===== config.mk =====
export PLATFORM = sky130hd
export DESIGN_NAME = uart_frame_tx
export DESIGN_NICKNAME = d
export VERILOG_FILES = /design/src/rtl/uft_pkg.sv /design/src/rtl/uft_baud.sv /design/src/rtl/uft_handshake.sv /design/src/rtl/uft_frame.sv /design/src/rtl/uart_frame_tx.sv
export SDC_FILE = /design/constraint.sdc
export NUM_CORES = 1
export LEC_CHECK = 0
export BUFFER_PORTS_ARGS = -buffer_cell sky130_fd_sc_hd__clkbuf_2
export CAP_MARGIN = 20
export CORE_MARGIN = 1.5
export CORE_UTILIZATION = 40
export CTS_CLUSTER_SIZE = 20
export DETAILED_ROUTE_END_ITERATION = 8
export HOLD_SLACK_MARGIN = 0.12
export REMOVE_ABC_BUFFERS = 1
export SYNTH_ARGS = -nofsm -noshare
export SYNTH_HDL_FRONTEND = slang
export SYNTH_SLANG_ARGS = --single-unit

===== constraint.sdc =====
create_clock -name clk -period 4.72 [get_ports clk]
set_clock_uncertainty 0.15 [all_clocks]
set_input_delay 0.472 -clock clk [delete_from_list [all_inputs] [get_ports clk]]
set_output_delay 0.472 -clock clk [all_outputs]
set_load 0.02 [all_outputs]

===== src/rtl/uft_pkg.sv =====
package uft_pkg;
  localparam int UFT_DATA_W  = 8;
  localparam int UFT_FRAME_W = 1 + UFT_DATA_W + 1 + 2;

  function automatic int uft_data_bits(input logic [1:0] len_code);
    case (len_code)
      2'd0:    return 5;
      2'd1:    return 7;
      default: return 8;
    endcase
  endfunction

  function automatic logic uft_parity(input logic [UFT_DATA_W-1:0] d,
                                      input logic [1:0] len_code,
                                      input logic odd);
    logic p;
    p = odd;
    for (int i = 0; i < UFT_DATA_W; i++)
      if (i < uft_data_bits(len_code)) p = p ^ d[i];
    return p;
  endfunction

  function automatic logic [3:0] uft_frame_len(input logic [1:0] len_code,
                                               input logic par_en,
                                               input logic two_stop);
    return 4'(1 + uft_data_bits(len_code) + int'(par_en) + 1 + int'(two_stop));
  endfunction

  // Start bit at index 0; stop bits and unused tail are ones.
  function automatic logic [UFT_FRAME_W-1:0] uft_build_frame(
      input logic [UFT_DATA_W-1:0] d, input logic [1:0] len_code,
      input logic par_en, input logic odd);
    logic [UFT_FRAME_W-1:0] f;
    int nd;
    nd = uft_data_bits(len_code);
    f = '1;
    f[0] = 1'b0;
    for (int i = 0; i < UFT_DATA_W; i++)
      if (i < nd) f[1+i] = d[i];
    if (par_en) f[1+nd] = uft_parity(d, len_code, odd);
    return f;
  endfunction
endpackage


===== src/rtl/uft_baud.sv =====
module uft_baud #(
  parameter int DIV_W = 16
) (
  input  logic             clk,
  input  logic             rst_n,
  input  logic             load,
  input  logic [DIV_W-1:0] div_in,
  input  logic             run,
  output logic             tick
);
  logic [DIV_W-1:0] cnt_q;
  logic [DIV_W-1:0] per_q;

  assign tick = run && (cnt_q == per_q);

  always_ff @(posedge clk or negedge rst_n) begin
    if (!rst_n) begin
      cnt_q <= '0;
      per_q <= '0;
    end else if (load) begin
      cnt_q <= '0;
      per_q <= div_in;
    end else if (run) begin
      cnt_q <= tick ? '0 : cnt_q + 1'b1;
    end
  end
endmodule


===== src/rtl/uft_handshake.sv =====
module uft_handshake (
  input  logic clk,
  input  logic rst_n,
  input  logic send_req,
  input  logic busy,
  output logic start,
  output logic armed
);
  logic armed_q;

  assign armed = armed_q;
  assign start = armed_q && send_req && !busy;

  always_ff @(posedge clk or negedge rst_n) begin
    if (!rst_n)                  armed_q <= 1'b0;
    else if (start)              armed_q <= 1'b0;
    else if (!send_req && !busy) armed_q <= 1'b1;
  end
endmodule


===== src/rtl/uft_frame.sv =====
module uft_frame
  import uft_pkg::*;
(
  input  logic                  clk,
  input  logic                  rst_n,
  input  logic                  start,
  input  logic                  tick,
  input  logic [UFT_DATA_W-1:0] data,
  input  logic [1:0]            len_code,
  input  logic                  par_en,
  input  logic                  par_odd,
  input  logic                  two_stop,
  output logic                  busy,
  output logic                  txd,
  output logic                  stop_phase
);
  logic [UFT_FRAME_W-1:0] sr_q;
  logic [3:0]             idx_q;
  logic [3:0]             nbits_q;
  logic [3:0]             stop_at_q;
  logic                   busy_q;
  logic                   last_bit;

  assign busy       = busy_q;
  assign txd        = sr_q[0];
  assign last_bit   = (idx_q == nbits_q - 4'd1);
  assign stop_phase = busy_q && (idx_q >= stop_at_q);

  always_ff @(posedge clk or negedge rst_n) begin
    if (!rst_n) begin
      sr_q      <= '1;
      idx_q     <= '0;
      nbits_q   <= '0;
      stop_at_q <= '0;
      busy_q    <= 1'b0;
    end else if (start) begin
      sr_q      <= uft_build_frame(data, len_code, par_en, par_odd);
      idx_q     <= '0;
      nbits_q   <= uft_frame_len(len_code, par_en, two_stop);
      stop_at_q <= uft_frame_len(len_code, par_en, 1'b0) - 4'd1;
      busy_q    <= 1'b1;
    end else if (tick) begin
      sr_q  <= {1'b1, sr_q[UFT_FRAME_W-1:1]};
      idx_q <= idx_q + 4'd1;
      if (last_bit) busy_q <= 1'b0;
    end
  end
endmodule


===== src/rtl/uart_frame_tx.sv =====
module uart_frame_tx #(
  parameter int DIV_W = 16
) (
  input  logic             clk,
  input  logic             rst_n,
  input  logic             send_req,
  input  logic [7:0]       tx_data,
  input  logic [1:0]       cfg_len,
  input  logic             cfg_par_en,
  input  logic             cfg_par_odd,
  input  logic             cfg_two_stop,
  input  logic [DIV_W-1:0] cfg_div,
  output logic             busy,
  output logic             txd
);
  logic frame_start;
  logic armed;
  logic bit_tick;
  logic stop_phase;

  uft_handshake hs_i (
    .clk(clk), .rst_n(rst_n), .send_req(send_req), .busy(busy),
    .start(frame_start), .armed(armed)
  );

  uft_baud #(.DIV_W(DIV_W)) baud_i (
    .clk(clk), .rst_n(rst_n), .load(frame_start), .div_in(cfg_div),
    .run(busy), .tick(bit_tick)
  );

  uft_frame frame_i (
    .clk(clk), .rst_n(rst_n), .start(frame_start), .tick(bit_tick),
    .data(tx_data), .len_code(cfg_len), .par_en(cfg_par_en),
    .par_odd(cfg_par_odd), .two_stop(cfg_two_stop),
    .busy(busy), .txd(txd), .stop_phase(stop_phase)
  );
endmodule


==> results.sh, run 1 <==
export IMPL_fmax_mhz=392
export IMPL_rows=30
export IMPL_leakagePower_nw=1.47
export IMPL_crit_path_top_delay_cell="o21ai_2"
export IMPL_worst_slew_pin_slew_ps=745
export IMPL_placed_cell_area_mm2=0.00311
export IMPL_synthTopCellsByArea="dfrtp_1 (37%), dfstp_2 (11%), nand2_1 (8.5%)"
export IMPL_avgSynthCellArea_um2=9.01
export IMPL_required_ps=4820
export IMPL_grt_pass1_wl_um=9980
export IMPL_synth_area_mm2=0.00286
export IMPL_overflow=0
export IMPL_fin_crit_ps=2550
export IMPL_synth_most_common_cell="nand2_1"
export IMPL_final_hold_viol_count=0
export IMPL_firstDrtPassIters=4
export IMPL_stdcell_count=442
export IMPL_end_kind="flip-flop"
export IMPL_synth_cell_types=36
export IMPL_r2r_start="baud_i.cnt_q[5]"
export IMPL_hpwl_um=4000
export IMPL_post_place_ws_ps=2140
export IMPL_num_nets_final=385
export IMPL_syn2layout_area_growth_pct=11.4
export IMPL_drc_errors=0
export IMPL_drt_iter0_drc=113
export IMPL_synth_ff_type="dfrtp_1"
export IMPL_synth_seq_cells=54
export IMPL_yosysTopAreaCellShare_pct=36.7
export IMPL_track_usage_pct=16.7
export IMPL_core_mm2=0.00687
export IMPL_cts_resized=0
export IMPL_die_area_mm2=0.00768
export IMPL_cts_tree="yes"
export IMPL_yosys_top_cells_count="nand2_1 (65), dfrtp_1 (42), nor2_1 (27)"
export IMPL_period_share_pct=54.1
export IMPL_maxSlewViolCount=0
export IMPL_synth_warnings=0
export IMPL_via_per_inst=4.96
export IMPL_seq_area_frac_synth_pct=47.7
export IMPL_async_flop_share_pct=100
export IMPL_relSlewSlack_pct=50.3
export IMPL_start_kind="flip-flop"
export IMPL_grt_max_degree=55
export IMPL_routed_wl_um=5730
export IMPL_power_density_mw_per_mm2=484
export IMPL_crit_fanout=18
export IMPL_slowest_delay_ps=780
export IMPL_diodes=0
export IMPL_peakVddDrop_mv=0.149
export IMPL_vias=2192
export IMPL_clock_sinks=54
export IMPL_synth_edff_count=0
export IMPL_cts_buffers=5
export IMPL_crit_family="simple AND/OR/NAND/NOR gates"
export IMPL_htreeDepth=2
export IMPL_clk_latency_ps=300
export IMPL_portBuffers=33
export IMPL_status="finished clean"
export IMPL_gp_congestion=0.751
export IMPL_cts_buffer_depth=2
export IMPL_worstHoldPathType="in -> async"
export IMPL_worstPathBufferInverterCount=0
export IMPL_io_pins=34
export IMPL_grt_pass1_vias=2182
export IMPL_yosys_area_top_type="dfrtp_1"
export IMPL_cp_cell_sequence="xor2_1, nor3_1, nand3_1, o21ai_2, or2_2"
export IMPL_start_util_pct=41.7
export IMPL_detail_route_antenna_nets=0
export IMPL_antenna_found_initial=0
export IMPL_drive_gt1_share_pct=16.5
export IMPL_final_setup_worst_slack_ps=2170
export IMPL_setup_viol=0
export IMPL_post_route_cell_area_mm2=0.00319
export IMPL_clk_pin_slew_ps=90
export IMPL_rsz0062_at_grt="false"
export IMPL_synth_cells=318
export IMPL_wl_per_cell_um=13.0
export IMPL_die_width_um=87.6
export IMPL_critPathKind="reg -> reg"
export IMPL_finalPower_mw=1.54
export IMPL_hold_buffers=0
export IMPL_crit_start="baud_i.cnt_q[5]"
export IMPL_cap_violations=0
export IMPL_cts_root_buf="clkbuf_8"
export IMPL_tns_ps=0
export IMPL_post_cts_setup_buffer_count=0
export IMPL_die_h_um=87.6
export IMPL_cp_arrival_ps=2660
export IMPL_dp_cells=434
## metal layers
metal / vias up / global-route usage, % / part of all wire, %
met2: 29 / 28.9 / 49
met3: 5 / 3.39 / 2.7
met1: 1036 / 21.4 / 47
met5: - / 0 / 0
met4: 0 / 4.33 / 1.1
li1: 1122 / - / -
## path summary, 6_finish.rpt
kind                               endpoint  slack, ps  depth (start not counted)
max                        frame_i.sr_q[11]       2170                          5
min                         baud_i.per_q[7]        130                          2
max reg2reg                frame_i.sr_q[11]       2170                          5
min reg2reg                 frame_i.sr_q[0]        340                          2
max in group asynchronous   baud_i.cnt_q[3]       3830                          2
min in group clk            baud_i.per_q[1]        200                          3
## worst register-to-register path: cells and delay by family (launching register included)
kind            cells  cell delay (ps)
simple gates        3              980
compound gates      1              780
flops               1              430
xor+xnor            1              170
## state kept, by name, indices dropped and copies added, names as in the netlist
name	flops
baud_i.cnt_q	16
baud_i.per_q	16
frame_i.sr_q	12
frame_i.idx_q	4
frame_i.nbits_q	4
frame_i.busy	1
hs_i.armed	1
## stage by stage
step / util [%] / hold WS [ps]
after floorplan: - / 26.4
after global placement: 45.3 / 318
after detailed placement: 45.3 / 322
after CTS: 46.4 / 168
after global routing: 46.4 / 187
final: 46.4 / 129
## cell usage in the layout, fill, tap and decap left out, drive strengths merged, types with 11 or more instances in the layout
cell	instances
xor2	21
a31oi	11
clkbuf	41
nor2	27
dfstp	12
dfrtp	42
o21ai	19
a21oi	17
nand2	65
xnor2	20
## layout make-up
class	instances	area, um2
fill	712	3680
multi-input combinational	238	1400
sequential	54	1370
timing repair buffer	36	188
tap	96	120
clock buffer	8	80.1
inverter	10	37.5
## report_power, final
group / total (mW) / internal, mW / leakage, nW / switching (mW)
registers: 0.811 / 0.665 / 0.658 / 0.146
logic: 0.483 / 0.234 / 0.770 / 0.249
clock network: 0.250 / 0.106 / 0.0395 / 0.144
## cells by family (layout without fill, tap and decap cells)
family	count (synthesis)	in the layout	share of synthesized area, %
buffers and inverters	26	54	3.54
and+or+nand+nor	132	132	20.3
AOI/OAI and AO/OA	56	56	11.4
adders and majority gates	8	8	3.76
DFF	54	54	47.7
xor gates and xnor gates	42	42	13.3
Power figures use the tool's default switching activity.
==> run 2, diff against run 1 <==
==> constraint.sdc (replaced) <==
create_clock -name clk -period 2.6 [get_ports clk]
set_clock_uncertainty 0.15 [all_clocks]
set_input_delay 0.26 -clock clk [delete_from_list [all_inputs] [get_ports clk]]
set_output_delay 0.26 -clock clk [all_outputs]
set_load 0.02 [all_outputs]
==> results.sh, run 2 (synthesis gave the netlist of run 1 again) <==
export IMPL_num_nets_final=418
export IMPL_cap_violations=0
export IMPL_power_switching_mw=1.01
export IMPL_rrSetupSlack_ps=330
export IMPL_gp_congestion=0.884
export IMPL_track_usage_pct=17.6
export IMPL_leakagePower_nw=1.63
export IMPL_post_cts_setup_buffer_count=0
export IMPL_antenna_found_initial=0
export IMPL_portBuffers=33
export IMPL_cts_buffer_depth=2
export IMPL_clock_sinks=54
export IMPL_reg2reg_depth=5
export IMPL_worst_slew_pin_slew_ps=677
export IMPL_rows=30
export IMPL_io_pins=34
export IMPL_clk_latency_ps=310
export IMPL_hpwl_um=4150
export IMPL_dp_cells=441
export IMPL_firstDrtPassIters=4
export IMPL_via_per_inst=4.95
export IMPL_pwr_share_clk_pct=19.1
export IMPL_die_h_um=87.6
export IMPL_setup_viol=0
export IMPL_final_cell_mix="nand2_1 (65), dfrtp_1 (42), clkbuf_2 (33)"
export IMPL_status="finished clean"
export IMPL_cts_root_buf="clkbuf_8"
export IMPL_r2r_start="baud_i.cnt_q[6]"
export IMPL_start_util_pct=41.7
export IMPL_power_frac_comb_pct=31.1
export IMPL_period_share_pct=87.5
export IMPL_whs_endpoint="frame_i.sr_q[6]"
export IMPL_p_sw_share_pct=34.2
export IMPL_diodes=0
export IMPL_peakVddDrop_mv=0.318
export IMPL_p_int_mw=1.95
export IMPL_syn2layout_area_growth_pct=23.6
export IMPL_wl_per_cell_um=13.1
export IMPL_die_area_mm2=0.00768
export IMPL_htreeDepth=2
export IMPL_overflow=0
export IMPL_min_delay_path_depth=5
export IMPL_final_hold_viol_count=0
export IMPL_clk_pin_slew_ps=100
export IMPL_cts_resized=0
export IMPL_die_width_um=87.6
export IMPL_grt_max_degree=55
export IMPL_drt_iter0_drc=81
export IMPL_cp_cell_sequence="xnor2_1, nand4_1, or3_1, or4_1, a21oi_1"
export IMPL_min_delay_start="tx_data[5]"
export IMPL_grt_pass1_wl_um=10600
export IMPL_end_kind="flip-flop"
export IMPL_tns_ps=0
export IMPL_maxSlewViolCount=0
export IMPL_power_density_mw_per_mm2=836
export IMPL_crit_path_top_delay_cell="or3_1"
export IMPL_fmax_mhz=440
export IMPL_slowest_delay_ps=600
export IMPL_required_ps=2700
export IMPL_drc_errors=0
export IMPL_vias=2352
export IMPL_pwr_share_seq_pct=49.8
export IMPL_worstHoldPathType="in -> reg"
export IMPL_relSlewSlack_pct=54.9
export IMPL_rsz0062_at_grt="false"
export IMPL_cts_buffers=5
export IMPL_start_kind="flip-flop"
export IMPL_fin_crit_ps=2270
export IMPL_drive_gt1_share_pct=17.7
export IMPL_cts_tree="yes"
export IMPL_hold_buffers=26
export IMPL_routed_wl_um=6210
export IMPL_cp_arrival_ps=2370
export IMPL_final_common_cell="nand2_1"
export IMPL_detail_route_antenna_nets=0
export IMPL_critPathKind="reg -> reg"
export IMPL_grt_pass1_vias=2384
export IMPL_core_mm2=0.00687
export IMPL_crit_fanout=18
export IMPL_largest_registers="baud_i.cnt_q: 16 flops, baud_i.per_q: 16 flops, frame_i.sr_q: 12 flops"
export IMPL_stdcell_count=475
export IMPL_r2r_end="frame_i.idx_q[3]"
run 2: cell count changes in the layout (fill, tap and decap cells not counted), sizes merged:
cell,change
dlygate4sd3,+26
buf,+7
clkbuf,-1
inv,+1
run 2: how the worst max path moves through the flow:
stage | start | end | depth (start not counted)
6_report | baud_i.cnt_q[6] | frame_i.idx_q[3] | 5
3_3_place_gp | baud_i.cnt_q[6] | frame_i.idx_q[3] | 5
2_1_floorplan | frame_i.busy | baud_i.cnt_q[1] | 4
5_1_grt | baud_i.cnt_q[6] | baud_i.cnt_q[4] | 6
3_5_place_dp | baud_i.cnt_q[3] | frame_i.idx_q[3] | 5
4_1_cts | baud_i.cnt_q[6] | frame_i.idx_q[3] | 5
run 2: through the flow:
| stage | setup WS (ps) | cell area [um2] | utilization [%] | power [mW] | hold WS (ps) |
|---|---|---|---|---|---|
| after global placement | 374 | 3160 | 46.0 | 2.35 | 284 |
| after global routing | 200 | 3540 | 51.5 | 3.20 | 223 |
| after CTS | 312 | 3540 | 51.5 | 2.98 | 155 |
| after floorplan | 485 | 2800 | - | 2.12 | -186 |
| final | 326 | 3540 | 51.5 | 2.96 | 188 |
| after detailed placement | 361 | 3160 | 46.0 | 2.38 | 290 |
run 2: metal layers:
metal  wire length, um  share of wire (%)  track usage (%)  vias up
met4                55               0.89             5.34        0
li1                  -                  -                -     1187
met2              3200                 52             32.0       38
met1              2810                 45             21.2     1120
met5                 0                  0                0        -
met3               140                2.3             3.39        7
run 2: critical path, delay by kind of cell (launching register included):
family,cells,cell delay [ps]
AND/OR/NAND/NOR,3,1290
flip-flops,1,430
XOR/XNOR,1,200
AO/OA/AOI/OAI,1,150
run 2: layout make-up:
type / instances / area (um2)
Inverter: 10 / 37.5
Timing Repair Buffer: 69 / 500
Multi-Input combinational cell: 238 / 1400
Clock buffer: 7 / 108
Clock inverter: 1 / 8.76
Sequential cell: 54 / 1370
Tap cell: 96 / 120
Fill cell: 672 / 3330
run 2: power by group through the flow:
stage	sequential, mW	clock (mW)	combinational [mW]
finish	1.47	0.564	0.920
global route	1.52	0.607	1.08
CTS	1.48	0.576	0.932
detailed placement	1.49	0	0.893
global placement	1.48	0	0.868
floorplan	1.43	0	0.687
==> run 3, diff against run 2 <==
--- a/config.mk
+++ b/config.mk
@@ -5,10 +5,13 @@
 export SDC_FILE = /design/constraint.sdc
 export NUM_CORES = 1
 export LEC_CHECK = 0
+export ABC_AREA = 1
 export BUFFER_PORTS_ARGS = -buffer_cell sky130_fd_sc_hd__clkbuf_2
 export CAP_MARGIN = 20
+export CORE_ASPECT_RATIO = 1.25
 export CORE_MARGIN = 1.5
 export CORE_UTILIZATION = 40
+export CTS_CLUSTER_DIAMETER = 80
 export CTS_CLUSTER_SIZE = 20
 export DETAILED_ROUTE_END_ITERATION = 8
 export HOLD_SLACK_MARGIN = 0.12
==> results.sh, run 3 <==
export IMPL_status="finished clean"
export IMPL_cts_tree="yes"
export IMPL_avgSynthCellArea_um2=7.57
export IMPL_worstHoldPathType="in -> reg"
export IMPL_yosys_top_cells_count="nand2_1 (129), inv_1 (62), dfrtp_1 (42)"
export IMPL_fin_hold_ws_ps=125
export IMPL_rsz0062_at_grt="false"
export IMPL_synth_most_common_cell="nand2_1"
export IMPL_hpwl_um=5270
export IMPL_cts_buffer_depth=2
export IMPL_fmax_mhz=475
export IMPL_crit_fanout=22
export IMPL_diodes=0
export IMPL_clk_pin_slew_ps=110
export IMPL_clock_sinks=54
export IMPL_die_area_mm2=0.00848
export IMPL_reg2reg_depth=9
export IMPL_finalPower_mw=2.72
export IMPL_detail_route_antenna_nets=0
export IMPL_synth_warnings=0
export IMPL_async_flop_share_pct=100
export IMPL_largest_registers="baud_i.cnt_q: 16 flops, baud_i.per_q: 16 flops, frame_i.sr_q: 12 flops"
export IMPL_cp_arrival_ps=2210
export IMPL_num_nets_final=514
export IMPL_hold_buffers=20
export IMPL_antenna_found_initial=0
export IMPL_leakagePower_nw=1.86
export IMPL_synth_ff_type="dfrtp_1"
export IMPL_vias=2805
export IMPL_io_pins=34
export IMPL_rows=36
export IMPL_drive_gt1_share_pct=15.2
export IMPL_min_delay_path_depth=5
export IMPL_setup_viol=0
export IMPL_final_hold_viol_count=0
export IMPL_seq_area_frac_synth_pct=43.1
export IMPL_peakVddDrop_mv=0.316
export IMPL_post_cts_setup_buffer_count=0
export IMPL_period_share_pct=80.9
export IMPL_cts_resized=0
export IMPL_cts_root_buf="clkbuf_8"
export IMPL_gp_congestion=0.887
export IMPL_synth_area_mm2=0.00317
export IMPL_syn2layout_area_growth_pct=17.6
export IMPL_htreeDepth=2
export IMPL_start_util_pct=40.9
export IMPL_maxSlewViolCount=0
export IMPL_firstDrtPassIters=6
export IMPL_grt_pass1_vias=2695
export IMPL_routed_wl_um=7230
export IMPL_start_kind="primary input"
export IMPL_placed_cell_area_mm2=0.00344
export IMPL_power_density_mw_per_mm2=729
export IMPL_yosys_area_top_type="dfrtp_1"
export IMPL_end_kind="flip-flop"
export IMPL_yosysTopAreaCellShare_pct=33.1
export IMPL_portBuffers=33
export IMPL_relSlewSlack_pct=55.4
export IMPL_post_place_ws_ps=520
export IMPL_cap_violations=0
export IMPL_critPathKind="in -> reg"
export IMPL_via_per_inst=4.92
export IMPL_synth_cell_types=34
export IMPL_fin_crit_ps=2100
export IMPL_required_ps=2710
export IMPL_stdcell_count=570
export IMPL_overflow=0
export IMPL_worst_slew_pin_slew_ps=669
export IMPL_dp_cells=542
export IMPL_grt_max_degree=44
export IMPL_clk_latency_ps=320
export IMPL_synthTopCellsByArea="dfrtp_1 (33%), nand2_1 (15%), dfstp_2 (9.9%)"
export IMPL_synth_seq_cells=54
export IMPL_final_common_cell="nand2_1"
export IMPL_core_mm2=0.00775
export IMPL_track_usage_pct=18.5
export IMPL_drc_errors=0
export IMPL_wl_per_cell_um=12.7
export IMPL_die_h_um=103
export IMPL_fin_util_pct=48.1
export IMPL_tns_ps=0
export IMPL_drt_iter0_drc=156
export IMPL_grt_pass1_wl_um=12200
export IMPL_cts_buffers=5
export IMPL_final_cell_mix="nand2_1 (129), inv_1 (62), dfrtp_1 (42)"
export IMPL_post_route_cell_area_mm2=0.00373
export IMPL_die_width_um=82.6
export IMPL_synth_edff_count=0
export IMPL_final_setup_worst_slack_ps=496
export IMPL_synth_cells=419
[run 3: final cells by class]
cell class,instances,area [um2]
well taps,95,119
flip-flops and latches,54,1370
multi-input cells,290,1510
clock buffers,6,72.6
clock inverters,2,17.5
fillers,774,4020
inverters,65,244
repair buffers,58,403
[run 3: cells by family after synthesis]
kind of cell,after synthesis,share of synthesized area (%)
and+or+nand+nor,215,30.5
buffers and inverters,75,9.43
DFF,54,43.1
AOI/OAI and AO/OA,47,8.09
xor gates and xnor gates,20,5.52
adders and majority gates,8,3.39
[run 3: power by group]
group	internal [mW]	switching [mW]	leakage, nW
sequential	1.12	0.197	0.655
clock	0.196	0.298	0.0458
combinational	0.397	0.506	1.16
[run 3: worst max-delay path, stage by stage]
cell           delay [ps]
dlygate4sd3_1         530
clkbuf_2              130
inv_1                  90
nor3_4                 50
inv_1                 360
nand2_4               250
inv_2                 280
o21ai_0               140
nor2_1                100
[run 3: worst paths after layout]
check / startpoint / to / slack [ps]
setup / recovery: send_req / baud_i.cnt_q[14] / 500
hold / removal: tx_data[1] / frame_i.sr_q[2] / 120
setup reg to reg: baud_i.cnt_q[2] / frame_i.idx_q[2] / 520
hold reg to reg: frame_i.sr_q[11] / frame_i.sr_q[11] / 320
max in group asynchronous: rst_n / frame_i.sr_q[8] / 1220
min in group asynchronous: rst_n / baud_i.per_q[10] / 350
[run 3: per-layer routing]
| metal | vias up | share of wire (%) | track usage, % | routed length, um |
|---|---|---|---|---|
| li1 | 1433 | - | - | - |
| met1 | 1304 | 45 | 23.1 | 3220 |
| met2 | 57 | 51 | 32.8 | 3690 |
| met3 | 11 | 2.7 | 2.48 | 198 |
| met4 | 0 | 1.6 | 5.90 | 114 |
| met5 | - | 0 | 0 | 0 |
